===== config.mk =====
export PLATFORM = sky130hd
export DESIGN_NAME = nan_fmt_conv
export DESIGN_NICKNAME = d
export VERILOG_FILES = /design/src/rtl/nan_fmt_conv.sv
export SDC_FILE = /design/constraint.sdc
export NUM_CORES = 1
export LEC_CHECK = 0
export CELL_PAD_IN_SITES_DETAIL_PLACEMENT = 0
export CELL_PAD_IN_SITES_GLOBAL_PLACEMENT = 1
export CORE_UTILIZATION = 45
export CTS_CLUSTER_DIAMETER = 200
export CTS_CLUSTER_SIZE = 40
export DETAILED_ROUTE_END_ITERATION = 10
export DONT_BUFFER_PORTS = 1
export PLACE_DENSITY = 0.8
export SYNTH_ARGS = -nofsm -noshare
export SYNTH_HDL_FRONTEND = slang
export SYNTH_SLANG_ARGS = --single-unit

===== constraint.sdc =====
create_clock -name clk -period 2.5 [get_ports clk]
set_input_delay 0.25 -clock clk [delete_from_list [all_inputs] [get_ports clk]]
set_output_delay 0.25 -clock clk [all_outputs]
set_load 0.01 [all_outputs]

===== src/rtl/nan_fmt_conv.sv =====
module nan_fmt_conv #(
  parameter bit QBIT_INVERTED = 1'b0,
  parameter bit ALL_QUIET     = 1'b0,
  parameter bit DNAN_NEG      = 1'b0
) (
  input  logic        clk,
  input  logic        rst_n,
  input  logic        in_valid,
  input  logic [63:0] src_word,
  input  logic [1:0]  src_fmt,
  input  logic [1:0]  dst_fmt,
  input  logic        dflt_mode,
  input  logic        flag_clear,
  output logic        out_valid,
  output logic [63:0] dst_word,
  output logic        op_invalid,
  output logic        invalid_sticky
);

  logic [63:0] payload, built, dnan, passthru, result;
  logic        sign, exp_ones, std_quiet, std_sig, is_sig, trunc_zero;

  always_comb begin
    case (src_fmt)
      2'd0: begin
        payload  = {src_word[9:0], 54'b0};
        sign     = src_word[15];
        exp_ones = &src_word[14:10];
        passthru = {48'b0, src_word[15:0]};
      end
      2'd1: begin
        payload  = {src_word[22:0], 41'b0};
        sign     = src_word[31];
        exp_ones = &src_word[30:23];
        passthru = {32'b0, src_word[31:0]};
      end
      default: begin
        payload  = {src_word[51:0], 12'b0};
        sign     = src_word[63];
        exp_ones = &src_word[62:52];
        passthru = src_word;
      end
    endcase
  end

  assign std_quiet = exp_ones & payload[63];
  assign std_sig   = exp_ones & ~payload[63] & (|payload[62:0]);
  assign is_sig    = ALL_QUIET ? 1'b0 : (QBIT_INVERTED ? std_quiet : std_sig);

  always_comb begin
    case (dst_fmt)
      2'd0: begin
        built      = {48'b0, sign, 5'h1F, payload[63:54]};
        trunc_zero = ~|payload[63:54];
        dnan       = QBIT_INVERTED ? 64'h7DFF : (DNAN_NEG ? 64'hFE00 : 64'h7E00);
      end
      2'd1: begin
        built      = {32'b0, sign, 8'hFF, payload[63:41]};
        trunc_zero = ~|payload[63:41];
        dnan       = QBIT_INVERTED ? 64'h7FBF_FFFF :
                     (DNAN_NEG ? 64'hFFC0_0000 : 64'h7FC0_0000);
      end
      default: begin
        built      = {sign, 11'h7FF, payload[63:12]};
        trunc_zero = ~|payload[63:12];
        dnan       = QBIT_INVERTED ? 64'h7FF7_FFFF_FFFF_FFFF :
                     (DNAN_NEG ? 64'hFFF8_0000_0000_0000 : 64'h7FF8_0000_0000_0000);
      end
    endcase
  end

  assign result = dflt_mode            ? dnan :
                  (src_fmt == dst_fmt) ? passthru :
                  trunc_zero           ? dnan : built;

  always_ff @(posedge clk) begin
    if (!rst_n) begin
      out_valid      <= 1'b0;
      dst_word       <= '0;
      op_invalid     <= 1'b0;
      invalid_sticky <= 1'b0;
    end else begin
      out_valid      <= in_valid;
      invalid_sticky <= (invalid_sticky & ~flag_clear) | (in_valid & is_sig);
      if (in_valid) begin
        dst_word   <= result;
        op_invalid <= is_sig;
      end
    end
  end

endmodule


==> key figures, run 1 <==
Place
  • GP Congestion: 0.902
  • HPWL Detailed: between 9000 and 10000 µm
  • Placed cell count: ~570
  • Port bufs: 0

Global route
  • Vias in the first global route: roughly 3600
  • Overall routing resource usage: 0.299
  • Global route overflow: 0
  • Initial antenna violation count: 0
  • Pin count of the biggest net entering global routing: 47
  • First-pass GRT wire length: about 20000 µm

Drt
  • Average routed wire per standard cell: between 20 and 25 µm
  • 1st-iter DRT viols: ~380
  • TritonRoute pass-1 iters: 5
  • Post-route ant nets: 0
  • DRC: 0
  • Vias per cell: between 6 and 7
  • Final WL: about 14000 µm
  • Vias post-DR: 3845

Floorplan
  • # IOs: 140
  • Num rows: 33
  • Die W: 94.9 µm
  • Die Area: ~9000 µm²
  • Die H: around 95 µm
  • Starting density of the core: 0.468
  • Core Region: 8300 µm²

Finish
  • Syn-to-layout area delta: 7.06%
  • Final-stage net count: roughly 540
  • Diodes inserted: 0
  • Fin cells: between 500 and 600
  • Fraction of layout cells with a size suffix above 1: 0.122

Pwr
  • PD cells: roughly 570 nW/µm²
  • Peak VDD IR: between 0.2 and 0.3 mV
  • Total power: ~2.4 mW
  • LEAKAGE: between 1.5 and 2 nW

CTS
  • Clk sink count: 67
  • CTS tree: built
  • CTS Hold Bufs: 0
  • Clk slew on worst S/H paths: 0.07 ns
  • Clk root buf: clkbuf_8
  • H-tree lvl count: 3
  • Post-cts gate resize count: 0
  • Clock buffer depth: 2
  • CTS buffer count: 9
  • Clk_lat worst skew: approximately 0.34 ns
  • Post-CTS setup buffers: 0

Synthesis
  • Mean area per synthesized cell: 8.10 µm²
  • Ys flop type: dfxtp_1
  • Syn. warnings: 0
  • Ys async rst share: 0
  • Syn_nets: roughly 550
  • Number of synthesized flops with an enable pin: 0
  • Cell count after synthesis: between 400 and 500
  • #FFs+latches synth: 67
  • Netlist cell types: 68
  • Seq/Total Area, Yosys: 0.346
  • Cell Area, Synth: about 3900 µm²

Timing
  • Clk_skew: 0 ns
  • Slew @ Worst Pin: 0.654 ns
  • Max Clk Rate: 511 MHz
  • Max-slew violations: 0
  • Hold Vio Cnt, Final: 0
  • RSZ-0062 raised after global routing: false
  • Period utilisation layout: 0.783
  • Max_slew headroom: 0.560
  • Setup TNS: 0 ns
  • Period minus WS final: a little under 2 ns
  • Final setup fails: 0

Worst setup path
  • CP required: 2.72 ns
  • CP endpoint kind: register
  • Data arrival, critical path: ~2.2 ns
  • Startpoint Class: primary input
  • Crit Path Category: in2reg
  • Crit Path Max Fanout: 6

Flow run
  • Reported max-cap violation count: 0

Worst hold path
  • Worst Hold Class: in2reg

Run status
  • Outcome: finished, final reports clean
[critical path: stages]
cell      delay [ns]
nor4_1          0.40
o22ai_1         0.15
nor3_1          0.36
nand4_2         0.20
o22a_2          0.29
a311oi_4        0.44
nor2_1          0.09
[final timing paths]
path                startpoint      endpoint  slack, ns  cells past startpoint
hold reg to reg     op_invalid    op_invalid       0.49                      2
setup / recovery   src_word[0]  dst_word[27]       0.54                      7
setup reg to reg  dst_word[21]  dst_word[21]       1.66                      2
hold / removal           rst_n  dst_word[51]       0.02                      2
[sequential cells by signal, indices dropped and copies added, names as in the netlist]
register,flops
op_invalid,1
out_valid,1
invalid_sticky,1
dst_word,64
[synth_stat cells (all sizes together) (6+ instances only)]
| master | n | area share |
|---|---|---|
| o221ai | 12 | 0.029 |
| nand2 | 66 | 0.064 |
| a32o | 8 | 0.021 |
| nor2 | 46 | 0.044 |
| nand4 | 8 | 0.015 |
| buf | 12 | 0.020 |
| o21ai | 71 | 0.094 |
| clkbuf | 25 | 0.024 |
| a21oi | 22 | 0.028 |
| dfxtp | 67 | 0.35 |
| mux2i | 16 | 0.048 |
| nor3 | 8 | 0.010 |
| a22o | 17 | 0.038 |
| nor4 | 9 | 0.018 |
| a22oi | 14 | 0.027 |
| o22ai | 6 | 0.011 |
[per-layer routing]
metal / GRT usage / up-vias / part of all wire
li1: - / 1792 / -
met1: 0.397 / 1791 / 0.42
met2: 0.451 / 231 / 0.45
met3: 0.0902 / 31 / 0.11
met4: 0.115 / 0 / 0.024
met5: 0 / - / 0
[cell families after synthesis]
| kind of cell | Yosys count | synth area share |
|---|---|---|
| AOI/OAI and AO/OA | 187 | 0.337 |
| xor gates and xnor gates | 1 | 0.00226 |
| muxes | 21 | 0.0641 |
| and+or+nand+nor | 161 | 0.201 |
| buffers and inverters | 42 | 0.0500 |
| DFF | 67 | 0.346 |
[area by class of cell]
cell class,instances,area [µm²]
fillers,838,4140
flip-flops and latches,67,1340
clock buffers,12,145
inverters,5,21.3
repair buffers,18,148
well taps,105,131
clock inverters,3,15.0
multi-input cells,370,2350
[placed cells by master, fill, tap and decap left out, types with 4 or more instances in the layout]
cell type and n:
nand4_1 7, nor4_1 8, nor3_1 8, mux2i_1 14, inv_1 4, o221ai_1 11
o22ai_1 5, a32o_1 8, buf_4 17, nand2_1 66, nor2_1 46, o21ai_1 11
a31o_1 5, a21oi_1 22, clkbuf_8 10, a22oi_1 14, a22o_1 17, o21ai_0 57
dfxtp_1 67
[stage by stage]
step	setup WS (ns)	utilization	hold slack (ns)	instance area, µm²
after floorplan	0.433	-	0.384	3880
after global placement	0.168	0.481	0.374	4000
after detailed placement	0.191	0.481	0.373	4000
after CTS	0.552	0.501	0.00855	4160
after global routing	0.377	0.501	0.00489	4160
final	0.542	0.501	0.0166	4160
[where the power goes]
group / internal, mW / switching, mW
Sequential: 1.12 / 0.0557
Combinational: 0.174 / 0.241
Clock: 0.377 / 0.395
Total: 1.67 / 0.692
Note: power is estimated with default switching activity, not from simulation.
==> inputs of run 2 (changes only) <==
--- a/config.mk
+++ b/config.mk
@@ -5,14 +5,15 @@
 export SDC_FILE = /design/constraint.sdc
 export NUM_CORES = 1
 export LEC_CHECK = 0
+export ABC_AREA = 1
 export CELL_PAD_IN_SITES_DETAIL_PLACEMENT = 0
 export CELL_PAD_IN_SITES_GLOBAL_PLACEMENT = 1
-export CORE_UTILIZATION = 45
+export CORE_UTILIZATION = 39
 export CTS_CLUSTER_DIAMETER = 200
 export CTS_CLUSTER_SIZE = 40
 export DETAILED_ROUTE_END_ITERATION = 10
 export DONT_BUFFER_PORTS = 1
-export PLACE_DENSITY = 0.8
+export PLACE_DENSITY = 0.77
 export SYNTH_ARGS = -nofsm -noshare
 export SYNTH_HDL_FRONTEND = slang
 export SYNTH_SLANG_ARGS = --single-unit
==> constraint.sdc (replaced) <==
create_clock -name clk -period 1.6 [get_ports clk]
set_input_delay 0.16 -clock clk [delete_from_list [all_inputs] [get_ports clk]]
set_output_delay 0.16 -clock clk [all_outputs]
set_load 0.01 [all_outputs]
==> run 2 against run 1 <==
Clock power grew 130%. Setup slack got worse by 0.43 ns. Non-clock buffer count rose by 20. Clock-buffer cell count shrank 1. Utilization is 4.3 points lower. Hold slack worse by 0.0013 ns. Sequential power up 56%. Sequential share of layout area down 2.4 points.
==> key figures, run 2 <==
Synthesis
  • Simple-gate share of the synthesized area: 0.336
  • Largest family of logic cells by synthesized area: simple AND/OR/NAND/NOR gates
  • Commonest cells in the netlist: nand2_1, dfxtp_1, nor2_1
  • Ys flop type: dfxtp_1
  • Syn. warnings: 0
  • Mux contribution to synthesized area: 0.00253
  • Compound-Gate Fraction of Synth Area: 0.226
  • Cell count after synthesis: 600
  • Mean area per synthesized cell: ~6.6 µm²
  • Ys async rst share: 0
  • Synth area leader: dfxtp_1
  • XOR/XNOR Fraction of Synth Area: 0.00443
  • Syn_nets: around 670
  • Ranking of synthesized cells by area: dfxtp_1, nand2_1, o21ai_0
  • Number of synthesized flops with an enable pin: 0
  • Netlist cell types: 40
  • Top cell type's share of synthesized area: 0.339
  • Seq/Total Area, Yosys: 0.339
  • #FFs+latches synth: 67
  • Cell Area, Synth: slightly below 4000 µm²
  • Post-synthesis adder-cell area fraction: 0
  • Top-count cell post-synth: nand2_1

CTS
  • Clk sink count: 67
  • CTS tree: built
  • Clock buffer depth: 2
  • H-tree lvl count: 3
  • Clk_lat worst skew: about 0.35 ns
  • Clk root buf: clkbuf_8
  • Post-CTS setup buffers: 0
  • Clk slew on worst S/H paths: about 0.07 ns
  • CTS buffer count: 9

Worst setup path
  • Delay of the slowest critical-path stage: 0.43 ns
  • Reg2reg path depth: 2
  • FF-to-FF Start: dst_word[51]
  • Worst R2R Setup Slack: roughly 0.83 ns
  • RR Endpoint: dst_word[51]
  • CP bufs+invs: 1
  • CP required: about 1.9 ns
  • Startpoint Class: primary input
  • CP delay by family, top: simple AND/OR/NAND/NOR gates
  • Data arrival, critical path: 1.79 ns
  • Crit Path Category: in2reg
  • Crit. path cell count: 13
  • CP max-delay cell: o21ai_1
  • CP endpoint kind: register
  • CP cell instances: inv_4, nand2_2, o21ai_1, nor2_1, nand3_1, nor2_1, nand2_1, nand2_1, nand2_2, nand2_1, o21ai_1, nand2_1, nand2_1
  • Crit-path most repeated cell: nand2_1
  • Crit Path Max Fanout: 63

Drt
  • TritonRoute pass-1 iters: 5
  • Vias per cell: approximately 5.8
  • Post-route ant nets: 0
  • 1st-iter DRT viols: approximately 400
  • Vias post-DR: approximately 4400
  • Average routed wire per standard cell: approximately 21 µm
  • Final WL: roughly 16000 µm
  • DRC: 0

Timing
  • Max-slew violations: 0
  • Max_slew headroom: 0.485
  • Setup TNS: 0 ns
  • Worst hold slack: ~0.015 ns
  • Period utilisation layout: 0.928
  • Final setup fails: 0
  • Hold Vio Cnt, Final: 0
  • Period minus WS final: about 1.5 ns
  • RSZ-0062 raised after global routing: false
  • Slew @ Worst Pin: around 0.77 ns
  • Max Clk Rate: about 670 MHz
  • Clk_skew: 0 ns

Global route
  • Global route overflow: 0
  • First-pass GRT wire length: 23100 µm
  • Initial antenna violation count: 0
  • Pin count of the biggest net entering global routing: between 60 and 70
  • Overall routing resource usage: 0.298
  • Vias in the first global route: between 4000 and 5000

Finish
  • Fraction of layout cells with a size suffix above 1: 0.102
  • Most common cell after layout, fill and taps aside: nand2_1
  • Max reg flops: 64
  • Diodes inserted: 0
  • Syn-to-layout area delta: 13.5%
  • Largest Register: dst_word
  • Most frequent cells in the layout: nand2_1, dfxtp_1, nor2_1, o21ai_0, nand3_1
  • Final-stage net count: 686
  • Fin cells: between 700 and 800

Flow run
  • Reported max-cap violation count: 0

Pwr
  • Peak VDD IR: around 0.38 mV
  • LEAKAGE: approximately 1.9 nW
  • PD cells: just under 1000 nW/µm²

Worst hold path
  • Hold_sp: in_valid
  • Hold worst-path end: dst_word[29]
  • Hold-critical path depth: 2
  • Worst Hold Class: in2reg

Floorplan
  • Die W: a little over 100 µm
  • Starting density of the core: 0.403
  • Core Region: roughly 9800 µm²
  • # IOs: between 100 and 150
  • Die Area: 10600 µm²
  • Num rows: 36
  • Die H: 103 µm

Place
  • Port bufs: 0
  • GP Congestion: 0.973
  • HPWL Detailed: approximately 11000 µm
  • Placed cell count: around 720

Run status
  • Outcome: finished, final reports clean
## run 2: final cells by class
class	count	area, µm²
well taps	133	166
fillers	1049	5330
flip-flops and latches	67	1340
clock buffers	11	141
inverters	44	168
repair buffers	38	318
multi-input cells	453	2260
clock inverters	5	100
## run 2: per-stage QoR
step / utilization / total power, mW / setup slack (ns) / area [µm²]
detailed placement: 0.419 / 2.59 / -0.207 / 4120
finish: 0.457 / 4.34 / 0.115 / 4490
CTS: 0.457 / 4.37 / 0.163 / 4490
global route: 0.457 / 4.53 / 0.0303 / 4490
global placement: 0.419 / 2.59 / -0.206 / 4120
floorplan: - / 2.40 / 0.149 / 3960
## run 2: layer usage
metal	global-route usage	share of wire	vias up
li1	-	-	2076
met1	0.411	0.44	2030
met2	0.447	0.44	239
met3	0.0671	0.091	31
met4	0.125	0.027	0
met5	0	0	-
## run 2: worst max path at each step
stage                from      endpoint
2_1_floorplan  src_fmt[0]  dst_word[15]
3_3_place_gp   src_fmt[1]  dst_word[63]
3_5_place_dp   src_fmt[1]  dst_word[63]
4_1_cts        src_fmt[1]  dst_word[63]
5_1_grt        src_fmt[0]  dst_word[15]
6_report       src_fmt[1]  dst_word[63]
## run 2: timing repair
action	4_1_cts	5_1_grt
endpoints found under the hold margin	47	0
setup endpoints to repair	0	0
resized for setup	0	0
hold buffers	13	0
## run 2: cell families (layout without fill, tap and decap cells)
| kind of cell | Yosys count | in the layout |
|---|---|---|
| and+or+nand+nor | 304 | 304 |
| AOI/OAI and AO/OA | 146 | 146 |
| buffers and inverters | 80 | 98 |
| DFF | 67 | 67 |
| xor gates and xnor gates | 2 | 2 |
| muxes | 1 | 1 |
## run 2: power breakdown
group / switching, mW / internal, mW
logic: 0.502 / 0.273
registers: 0.0841 / 1.74
clock network: 0.666 / 1.07
==> inputs of run 3 (changes only) <==
--- a/config.mk
+++ b/config.mk
@@ -8,12 +8,13 @@
 export ABC_AREA = 1
 export CELL_PAD_IN_SITES_DETAIL_PLACEMENT = 0
 export CELL_PAD_IN_SITES_GLOBAL_PLACEMENT = 1
+export CORE_ASPECT_RATIO = 0.75
 export CORE_UTILIZATION = 39
 export CTS_CLUSTER_DIAMETER = 200
 export CTS_CLUSTER_SIZE = 40
 export DETAILED_ROUTE_END_ITERATION = 10
 export DONT_BUFFER_PORTS = 1
-export PLACE_DENSITY = 0.77
+export PLACE_DENSITY = 0.87
 export SYNTH_ARGS = -nofsm -noshare
 export SYNTH_HDL_FRONTEND = slang
 export SYNTH_SLANG_ARGS = --single-unit
==> run 3 against run 2 <==
Clock skew unchanged. Largest power group is now clock. Die area about the same. Design area grew 5.2%. Sequential power is essentially flat. Via count increased by 1.7%. Power up 11%. Maximum frequency rose by 0.81%. Sequential share of layout area is 1.5 points lower. Clock power up 25%. Largest cell class unchanged. Combinational power grew 3.2%. Final cell count grew 1.7%. Setup slack improved by 0.012 ns.
==> key figures, run 3 (synthesis results as in run 2) <==
Worst setup path
  • RR Endpoint: dst_word[22]
  • CP endpoint kind: register
  • Data arrival, critical path: 1.72 ns
  • FF-to-FF Start: dst_word[22]
  • CP endpoint: dst_word[62]
  • CP required: between 1.5 and 2 ns
  • Crit Path Max Fanout: 16
  • Reg2reg path depth: 3
  • Startpoint Class: primary input
  • Crit Path Category: in2reg
  • Setup crit start: src_fmt[0]
  • Worst R2R Setup Slack: about 0.34 ns

Finish
  • Final-stage net count: 700
  • Most frequent cells in the layout: nand2_1, dfxtp_1, nor2_1, o21ai_0, nand3_1
  • Syn-to-layout area delta: 19.4%
  • Diodes inserted: 0
  • Sequential cell area: roughly 1300 µm²
  • Area of the multi-input gates: 2260 µm²
  • Largest Register: dst_word
  • Most common cell after layout, fill and taps aside: nand2_1
  • Fin cells: ~760
  • Layout filler cell count: ~1100
  • Max reg flops: 64
  • Fraction of layout cells with a size suffix above 1: 0.109

Drt
  • DR top layer: met4
  • TritonRoute pass-1 iters: 5
  • Average routed wire per standard cell: 20.3 µm
  • 1st-iter DRT viols: 454
  • Vias per cell: approximately 5.8
  • Final WL: 15500 µm
  • Met1 Wirelength: 6790 µm
  • Met3 WL: roughly 1600 µm
  • Vias post-DR: ~4500
  • Post-route ant nets: 0
  • DRC: 0
  • Routed wl met2: about 7000 µm

Timing
  • Final setup fails: 0
  • Worst hold slack: between 0.004 and 0.005 ns
  • Hold Vio Cnt, Final: 0
  • Period minus WS final: 1.47 ns
  • Max_slew headroom: 0.607
  • Setup TNS: 0 ns
  • Period utilisation layout: 0.921
  • Max-slew violations: 0
  • Max Clk Rate: between 600 and 700 MHz
  • RSZ-0062 raised after global routing: false
  • Slew @ Worst Pin: approximately 0.59 ns
  • Clk_skew: 0 ns

CTS
  • CTS tree: built
  • Clk_lat worst skew: around 0.34 ns
  • Clock buffer depth: 2
  • Clk slew on worst S/H paths: approximately 0.06 ns
  • CTS buffer count: 9
  • Clk sink count: 67
  • Clk root buf: clkbuf_16
  • H-tree lvl count: 3

Floorplan
  • Core Region: about 9800 µm²
  • Num rows: 31
  • Die W: between 100 and 150 µm
  • # IOs: 140
  • Die Area: about 11000 µm²
  • Die H: between 80 and 90 µm
  • Starting density of the core: 0.405

Global route
  • First-pass GRT wire length: 23000 µm
  • Pin count of the biggest net entering global routing: 64
  • Global route overflow: 0
  • Vias in the first global route: 4088
  • Initial antenna violation count: 0
  • Overall routing resource usage: 0.293

Worst hold path
  • Worst Hold Class: in2reg
  • Hold_sp: src_word[57]

Place
  • HPWL Detailed: about 11000 µm
  • GP Congestion: a little under 1
  • Placed cell count: 725
  • Port bufs: 0

Flow run
  • Reported max-cap violation count: 0

Pwr
  • P_int: about 3.4 mW
  • Switching share of total power: 0.289
  • Clk pwr share: 0.454
  • LEAKAGE: 2.01 nW
  • PD cells: approximately 1000 nW/µm²
  • Peak VDD IR: just over 0.5 mV
  • Logic pwr share: 0.166
  • Sw power: 1.39 mW
  • Share of total power in sequential cells: 0.380

Run status
  • Outcome: finished, final reports clean
run 3: cell type report:
cell class,instances,area share
multi-input cells,453,0.479
clock inverters,7,0.0212
inverters,44,0.0355
clock buffers,9,0.0477
well taps,132,0.0349
flip-flops and latches,67,0.284
repair buffers,52,0.0980
run 3: how the worst min path moves through the flow:
| stage | slack [ns] | cells past startpoint | endpoint |
|---|---|---|---|
| after floorplan | 0.31 | 2 | out_valid |
| after global placement | 0.31 | 2 | dst_word[30] |
| after detailed placement | 0.31 | 2 | dst_word[12] |
| after CTS | 0.001 | 1 | dst_word[42] |
| after global routing | 0.0009 | 1 | dst_word[42] |
| final | 0.004 | 2 | dst_word[57] |
run 3: worst max-delay path, stage by stage:
cell           delay, ns
xnor2_2             0.24
nand2_1             0.12
inv_2               0.13
buf_4               0.16
nand2_1             0.07
nand2_1             0.07
nand3_1             0.07
o211ai_1            0.08
dlygate4sd3_1       0.57
inv_1               0.04
run 3: timing repair:
action / in CTS / in global routing
setup buffers: 0 / 0
hold buffers: 23 / 0
resized for setup: 0 / 3
hold endpoints to repair: 39 / 0
setup endpoints to repair: 0 / 5
run 3: power by group through the flow:
| stage | clock [mW] | sequential (mW) | combinational, mW |
|---|---|---|---|
| after floorplan | 0 | 1.85 | 0.549 |
| after global placement | 0 | 1.86 | 0.719 |
| after detailed placement | 0 | 1.87 | 0.720 |
| after CTS | 2.22 | 1.83 | 0.785 |
| after global routing | 2.27 | 1.84 | 0.881 |
| final | 2.18 | 1.83 | 0.801 |
run 3: metal layers:
layer  global-route usage  vias to the layer above
li1                     -                     2107
met1                0.381                     2110
met2                0.463                      215
met3               0.0944                       18
met4               0.0956                        0
met5                    0                        -
run 3: through the flow:
stage	setup WS [ns]	utilization	power (mW)	instance area, µm²
after floorplan	0.149	-	2.40	3960
after global placement	-0.157	0.426	2.58	4160
after detailed placement	-0.149	0.426	2.59	4160
after CTS	0.0277	0.482	4.83	4720
after global routing	0.0219	0.483	4.98	4730
final	0.127	0.483	4.81	4730
